File: config.mk
export PLATFORM = sky130hd
export DESIGN_NAME = alegate_top
export DESIGN_NICKNAME = d
export VERILOG_FILES = /design/src/rtl/alegate_pkg.sv /design/src/rtl/alegate_cfg.sv /design/src/rtl/alegate_gate.sv /design/src/rtl/alegate_pulse.sv /design/src/rtl/alegate_top.sv
export SDC_FILE = /design/constraint.sdc
export NUM_CORES = 1
export LEC_CHECK = 0
export ABC_AREA = 1
export CAP_MARGIN = 20
export CORE_AREA = 2 2 44 46
export DETAILED_ROUTE_END_ITERATION = 7
export DIE_AREA = 0 0 46 48
export PLACE_DENSITY = 0.72
export SKIP_LAST_GASP = 1
export SYNTH_ARGS = -nofsm -noshare
export SYNTH_HDL_FRONTEND = slang
export SYNTH_SLANG_ARGS = --single-unit
File: constraint.sdc
create_clock -name clk -period 1.45 [get_ports clk]
set_input_delay 0.435 -clock clk [delete_from_list [all_inputs] [get_ports clk]]
set_output_delay 0.435 -clock clk [all_outputs]
set_load 0.005 [all_outputs]
File: src/rtl/alegate_pkg.sv
// Package alegate_pkg
// Shared types for the address strobe gating unit: the bus cycle kind
// encoding and the decoded fields of the auxiliary configuration register.
package alegate_pkg;

    typedef enum logic [1:0] {
        CYC_IDLE     = 2'b00,
        CYC_INT_FTCH = 2'b01,
        CYC_EXT_FTCH = 2'b10,
        CYC_EXT_DATA = 2'b11
    } cyc_kind_t;

    typedef struct packed {
        logic       ram_en;
        logic [1:0] wake;
        logic       strobe_off;
    } aux_fields_t;

    localparam logic [7:0] RSVD_MASK = 8'b1110_1000;

    function automatic logic [7:0] pack_aux(input aux_fields_t f);
        return RSVD_MASK | {3'b000, f.ram_en, 1'b0, f.wake, f.strobe_off};
    endfunction

endpackage

File: src/rtl/alegate_cfg.sv
// Module alegate_cfg
// Holds the auxiliary configuration register. Writes hit only when the
// address equals REG_ADDR. Reserved bits are not stored and read as 1.
// Assumes a single-cycle write strobe and a combinational read path.
module alegate_cfg
    import alegate_pkg::*;
#(
    parameter int         AW       = 8,
    parameter int         DW       = 8,
    parameter logic [7:0] REG_ADDR = 8'h8E
) (
    input  logic          clk,
    input  logic          rst_n,
    input  logic          we,
    input  logic [AW-1:0] waddr,
    input  logic [DW-1:0] wdata,
    input  logic [AW-1:0] raddr,
    output logic [DW-1:0] rdata,
    output aux_fields_t   fields
);

    aux_fields_t fld_q;
    logic        hit_w;
    logic        hit_r;

    assign hit_w = we && (waddr == AW'(REG_ADDR));
    assign hit_r = (raddr == AW'(REG_ADDR));

    // Store the writable fields on an address match.
    always_ff @(posedge clk) begin
        if (!rst_n) begin
            fld_q <= '0;
        end else if (hit_w) begin
            fld_q.ram_en     <= wdata[4];
            fld_q.wake       <= wdata[2:1];
            fld_q.strobe_off <= wdata[0];
        end
    end

    // Return the packed register on a match, zero elsewhere.
    always_comb begin
        rdata = '0;
        if (hit_r) rdata = DW'(pack_aux(fld_q));
    end

    assign fields = fld_q;


    reset_value_chk: assert property (@(posedge clk)
        !rst_n |=> (fld_q == '0));


    rsvd_ones_chk: assert property (@(posedge clk) disable iff (!rst_n)
        hit_r |-> (rdata[7:5] == 3'b111 && rdata[3]));


    miss_hold_chk: assert property (@(posedge clk) disable iff (!rst_n)
        (!hit_w && rst_n) |=> $stable(fld_q));

endmodule

File: src/rtl/alegate_gate.sv
// Module alegate_gate
// Decides at each tick whether a strobe pulse may start. External code
// or data cycles always qualify. Other kinds qualify only when the
// strobe-off field is clear. Pure combinational logic.
module alegate_gate
    import alegate_pkg::*;
(
    input  logic        strobe_off,
    input  cyc_kind_t   kind,
    output logic        grant
);

    logic is_ext;

    // Classify the cycle kind as external or on-chip.
    always_comb begin
        unique case (kind)
            CYC_EXT_FTCH, CYC_EXT_DATA: is_ext = 1'b1;
            default:                    is_ext = 1'b0;
        endcase
    end

    assign grant = is_ext || !strobe_off;

endmodule

File: src/rtl/alegate_pulse.sv
// Module alegate_pulse
// Shapes the strobe. Each tick reloads the width counter when granted,
// or forces the output low when not. Between ticks the pulse runs out.
// Assumes PULSE_LEN >= 1 and ticks of one clock.
module alegate_pulse #(
    parameter int PULSE_LEN = 2,
    localparam int CW = (PULSE_LEN > 1) ? $clog2(PULSE_LEN) : 1
) (
    input  logic clk,
    input  logic rst_n,
    input  logic tick,
    input  logic grant,
    output logic pulse
);

    logic [CW-1:0] cnt_q;
    logic          out_q;

    // Restart, cut or run down the pulse.
    always_ff @(posedge clk) begin
        if (!rst_n) begin
            cnt_q <= '0;
            out_q <= 1'b0;
        end else if (tick) begin
            out_q <= grant;
            cnt_q <= grant ? CW'(PULSE_LEN - 1) : '0;
        end else if (cnt_q != '0) begin
            cnt_q <= cnt_q - 1'b1;
        end else begin
            out_q <= 1'b0;
        end
    end

    assign pulse = out_q;


    cnt_range_chk: assert property (@(posedge clk) disable iff (!rst_n)
        cnt_q <= CW'(PULSE_LEN - 1));


    idle_low_chk: assert property (@(posedge clk) disable iff (!rst_n)
        (!tick && cnt_q == '0) |=> !out_q);

endmodule

File: src/rtl/alegate_top.sv
// Module alegate_top
// Address strobe gating unit: configuration register, per-tick gate
// decision and pulse shaper. Each tick uses the strobe-off value held
// before any write in the same cycle.
module alegate_top
    import alegate_pkg::*;
#(
    parameter int         AW        = 8,
    parameter int         DW        = 8,
    parameter logic [7:0] REG_ADDR  = 8'h8E,
    parameter int         PULSE_LEN = 2
) (
    input  logic          clk,
    input  logic          rst_n,
    input  logic          cfg_we,
    input  logic [AW-1:0] cfg_addr,
    input  logic [DW-1:0] cfg_wdata,
    input  logic [AW-1:0] cfg_raddr,
    output logic [DW-1:0] cfg_rdata,
    input  logic [1:0]    cyc_kind,
    input  logic          cyc_tick,
    output logic          ale_pin,
    output logic          aux_ram_en,
    output logic [1:0]    wake_sel
);

    aux_fields_t fields;
    logic        grant;

    alegate_cfg #(.AW(AW), .DW(DW), .REG_ADDR(REG_ADDR)) u_cfg (
        .clk    (clk),
        .rst_n  (rst_n),
        .we     (cfg_we),
        .waddr  (cfg_addr),
        .wdata  (cfg_wdata),
        .raddr  (cfg_raddr),
        .rdata  (cfg_rdata),
        .fields (fields)
    );

    alegate_gate u_gate (
        .strobe_off (fields.strobe_off),
        .kind       (cyc_kind_t'(cyc_kind)),
        .grant      (grant)
    );

    alegate_pulse #(.PULSE_LEN(PULSE_LEN)) u_pulse (
        .clk   (clk),
        .rst_n (rst_n),
        .tick  (cyc_tick),
        .grant (grant),
        .pulse (ale_pin)
    );

    assign aux_ram_en = fields.ram_en;
    assign wake_sel   = fields.wake;


    on_pulse_chk: assert property (@(posedge clk) disable iff (!rst_n)
        (cyc_tick && !fields.strobe_off) |=> ale_pin);


    int_quiet_chk: assert property (@(posedge clk) disable iff (!rst_n)
        (cyc_tick && fields.strobe_off && !cyc_kind[1]) |=> !ale_pin);


    ext_pulse_chk: assert property (@(posedge clk) disable iff (!rst_n)
        (cyc_tick && cyc_kind[1]) |=> ale_pin);

endmodule

Word-level counts from Yosys, hierarchy flattened

Cells that the tools add are included.

Multiplexer cells: 7
Order comparisons: 0
Add/sub/neg operators: 1
Div/mod/pow operators: 0
$mul: 0
Reductions and logical operators: 4
Eq/ne operators: 5
Bitwise gates (word level): 0
Shift operators: 0

Operators with widths:

| cell                  | count |
|---|---|
| $eq A8 B8 Y1 const B  | 2 |
| $mux W8               | 1 |
| $mux W1               | 6 |
| $eq A2 B2 Y1 const B  | 2 |
| $ne A2 B2 Y1 const B  | 1 |
| $reduce_or A2 Y1      | 1 |
| $logic_and A1 B1 Y1   | 1 |
| $logic_not A1 Y1      | 1 |
| $logic_or A1 B1 Y1    | 1 |
| $sub A1 B1 Y1 const B | 1 |

Bits in writable memories: 0
Latch bits: 0
Word-level logic and storage cells: 22
Memory bits (read-only): 0
Memories kept: 0
Input port bits: 30
Flip-flop bits (word level): 6

Depth between registers and ports, before layout

Depth in word-level cells: 6
Depth in mapped cells: 6

Modules after synthesis

A second synthesis with hierarchy kept.

Cells, all modules: 69
Area total of the unflattened synthesis: 420.4 um^2

By module, submodules not included:

| module        | cells each | times used | seq. area each (um^2) | area an instance (um^2) |
|---|---|---|---|---|
| alegate_cfg   | 57         | 1          | 80.1                  | 339.1 |
| alegate_pulse | 10         | 1          | 40.0                  | 73.8 |
| alegate_gate  | 2          | 1          | 0.0                   | 7.5 |

Least setup slack after synthesis

OpenSTA, ideal clock, no wires.

Path type: input port to output port
Start: input cfg_raddr[7]
End: output cfg_rdata[3]
Required time: 1.015 ns
Data arrival time: 1.021 ns
Cell stages on the path: 5
Buffers on the path: 1
Setup slack: -0.006 ns
Path through: inv_1 -> nor3_1 -> nand4_1 -> inv_1 -> buf_4

Longest elaborated chain between the ends: 2

RTL lines:

| what            | line              | source |
|---|---|---|
| start, declared | alegate_top.sv:18 | `input logic [AW-1:0] cfg_raddr,` |
| $eq A8 B8 Y1    | alegate_cfg.sv:27 | `assign hit_r = (raddr == AW'(REG_ADDR));` |
| via u_cfg.hit_r | alegate_cfg.sv:24 | `logic hit_r;` |
| $mux W8         | alegate_cfg.sv:43 | `if (hit_r) rdata = DW'(pack_aux(fld_q));` |
| end, declared   | alegate_top.sv:19 | `output logic [DW-1:0] cfg_rdata,` |

The timed path passes the listed nets, and every way through them passes these cells.

Worst setup path in the final report

Start: input cfg_raddr[3]
End: output cfg_rdata[1]

Longest elaborated chain between the ends: 2

RTL lines:

| what         | line |
|---|---|
| $eq A8 B8 Y1 | alegate_cfg.sv:27 |
| $mux W8      | alegate_cfg.sv:43 |

Every way passes these cells.

==> results.cfg <==
[placed_design]
gp_congestion = 0.765
detailedPlacementHpwl_um = 872
place.port_buffers = 36
placed_cell_area_um2 = 759

[timing]
setup_ws_ps = -283
final.period_utilization_pct = 119
hold_viol_final = 0
skew_ps = 0.0447
timing_max_transition_violations_final = 0
fmaxAchievable_mhz = 577
setup_total_negative_slack_ps = -1780
unrepaired_setup_endpoints_after_global_routing = true
final_critical_period_ps = 1730
worst_slew_margin_rel_pct = 83.4
tightest_slew_ps = 247
setup_viol = 8

[cts]
cts_max_path_buffers = 2
ctsHtreeMaxLevel = 1
tritoncts = done
numClockSinks = 6
worst_setup_hold_path_clk_slew_ps = 40
holdBufCountCts = 0
clk_lat_worst_skew_ps = 240
ctsRootBufferMaster = clkbuf_4
cts_inserted_buffers = 3

[status]
status = complete, but fails checks
violations = setup timing

[global_route]
grt_max_degree = 6
via_count_of_the_first_global_routing_pass = 478
grt_use_total_pct = 11.3
wire_length_of_the_first_global_routing_pass_mm = 1.71
globalRouteOverflowTotal = 0
antenna_found_initial = 0

[flow_run]
max_capacitance_violation_count = 0

[detailed_routing]
first_drt_pass_iteration_count = 4
postRouteWirelength_mm = 1.08
avgViaCountPerCell = 4.19
drt_iter0_markers = 4
antenna_violating_nets_post_route = 0
drt-wirelength-per-cell_um = 8.82
via_count = 511
drc_viols = 0

[worst_setup_path]
timing.critical_path.to_type = output pin
depth_of_the_worst_register_to_register_path = 3
cp-start-kind = input pin
worstPathMaxFanout = 4
wp_data_required_ps = 1020
r2r_setup_slack_ps = 660
startpoint_of_the_worst_register_to_register_path = u_cfg.fields[0]
endpoint_of_the_most_critical_register_to_register_path = u_pulse.pulse
critical_path_class = in -> out
worstPathArrival_ps = 1300

[power]
power.leakage_nw = 0.393
sequentialPowerShare_pct = 41.1
cell_internal_pwr_mw = 0.327
power-per-cell-area_mw_per_mm2 = 523
power.clock.fraction_pct = 35.3
switchingPower_mw = 0.0871
power.combinational.fraction_pct = 23.5
power_switching_share_pct = 21.1
worst_ir_drop_vdd_uv = 216

[synth]
ys_types = 14
synth_seq_area_share_pct = 29.4
post_synthesis_cell_area_um2 = 408
syn_area_per_cell_um2 = 6.09
synth.ff_latch_count = 6
net_count_of_the_mapped_netlist = 97
synth-warning-count = 0
synth_cells = 67

[cells_and_area]
fillerInstances = 171
layout_nets = 137
multi_input_area_um2 = 205
layout-drive-gt1-share_pct = 30.5
antennaDiodeCount = 0
seqCellArea_um2 = 121
layout.cell_area.non_filler_um2 = 792
syn2layout_area_growth_pct = 94.2

[hold_path]
path_category_of_the_worst_min_delay_check = reg -> reg
endpoint_of_the_worst_hold_timing_path = u_pulse.pulse
min_delay_path_depth = 2
hold_path_startpoint = u_pulse.cnt_q

[floorplanning]
die-height_um = 48
core_area_mm2 = 0.00169
fp-row-count = 15
num_io_pins = 42
fp.dieW_um = 46
initial_utilization_pct = 24.1
die_area_mm2 = 0.00221
==> sequential cells by signal (all words and copies together) (netlist names) <==
name           cells
u_cfg.fields       4
u_pulse.cnt_q      1
u_pulse.pulse      1
==> critical path, cell delays in order <==
cell and delay, ps:
buf_6 70, nand2_2 40, nor3_2 170, nand4_1 200
buf_4 210, nor2_2 60, buf_2 110
==> per-layer routing <==
layer	GRT usage, %	share of wire (%)	up-vias	wire length (um)
met5	0	0	-	0
met4	12.0	2.0	0	22
met3	1.89	15	2	158
met2	21.7	47	34	510
met1	9.33	36	203	384
li1	-	-	272	-
==> cell type report <==
cell class	count	share of cell area (%)
Timing Repair Buffer	39	44.7
Multi-Input combinational cell	39	25.9
Sequential cell	6	15.3
Inverter	18	8.53
Clock buffer	3	2.84
Tap cell	17	2.69
==> repair_timing <==
action | in CTS | in global routing
setup buffers | 4 | 0
resized for setup | 67 | 3
endpoints found under the setup margin | 12 | 8
pin swaps | 8 | 6
gates cloned | 0 | 0
==> synth_stat cells <==
cell type | n | share of area, %
nor2_4 | 2 | 5.5
nand2_2 | 1 | 1.5
o21ai_0 | 1 | 1.2
nand3b_1 | 1 | 1.8
nor2_1 | 18 | 17
inv_2 | 1 | 0.92
nand3_2 | 1 | 2.5
nand2_1 | 8 | 7.4
a21oi_1 | 1 | 1.2
nand4_1 | 5 | 7.7
nor3_1 | 1 | 1.2
buf_4 | 4 | 7.4
dfxtp_1 | 6 | 29
inv_1 | 17 | 16
==> cells by family after synthesis <==
family	synth area share, %
buf+inv	23.9
simple gates	44.2
flops	29.4
compound gates	2.45
==> power groups by stage <==
| stage | Combinational (mW) | Clock [mW] | Sequential (mW) |
|---|---|---|---|
| 6_report | 0.0974 | 0.146 | 0.170 |
| 5_1_grt | 0.107 | 0.162 | 0.170 |
| 3_3_place_gp | 0.100 | 0 | 0.173 |
| 2_1_floorplan | 0.0257 | 0 | 0.173 |
| 3_5_place_dp | 0.102 | 0 | 0.173 |
| 4_1_cts | 0.0981 | 0.156 | 0.170 |
==> cell usage in the layout (no fill, tap or decap), drive strengths merged <==
cell	n
nand2	9
dlygate4sd2	5
clkdlybuf4s15	1
clkbuf	3
o21ai	1
nor3	1
dfxtp	6
nand3	1
nor2	20
inv	18
a21oi	1
clkdlybuf4s50	16
buf	17
nand3b	1
nand4	5
==> worst max path at each step <==
stage,start,slack (ps),depth (start not counted),endpoint
floorplan,cfg_raddr[7],-3,5,cfg_rdata[3]
global placement,cfg_raddr[7],-930,6,cfg_rdata[2]
detailed placement,cfg_raddr[7],-1030,6,cfg_rdata[1]
CTS,cfg_raddr[2],-280,7,cfg_rdata[1]
global route,cfg_raddr[3],-370,7,cfg_rdata[1]
finish,cfg_raddr[3],-280,7,cfg_rdata[1]
==> through the flow <==
step | util (%) | instances | power, mW | hold slack, ps | worst slack [ps]
2_1_floorplan | - | 67 | 0.199 | 445 | -2.54
3_3_place_gp | 45.0 | 116 | 0.273 | 458 | -928
3_5_place_dp | 45.0 | 116 | 0.275 | 468 | -1030
4_1_cts | 46.2 | 122 | 0.424 | 475 | -277
5_1_grt | 46.9 | 122 | 0.439 | 493 | -375
6_report | 46.9 | 122 | 0.414 | 469 | -283
Power figures use the tool's default switching activity.
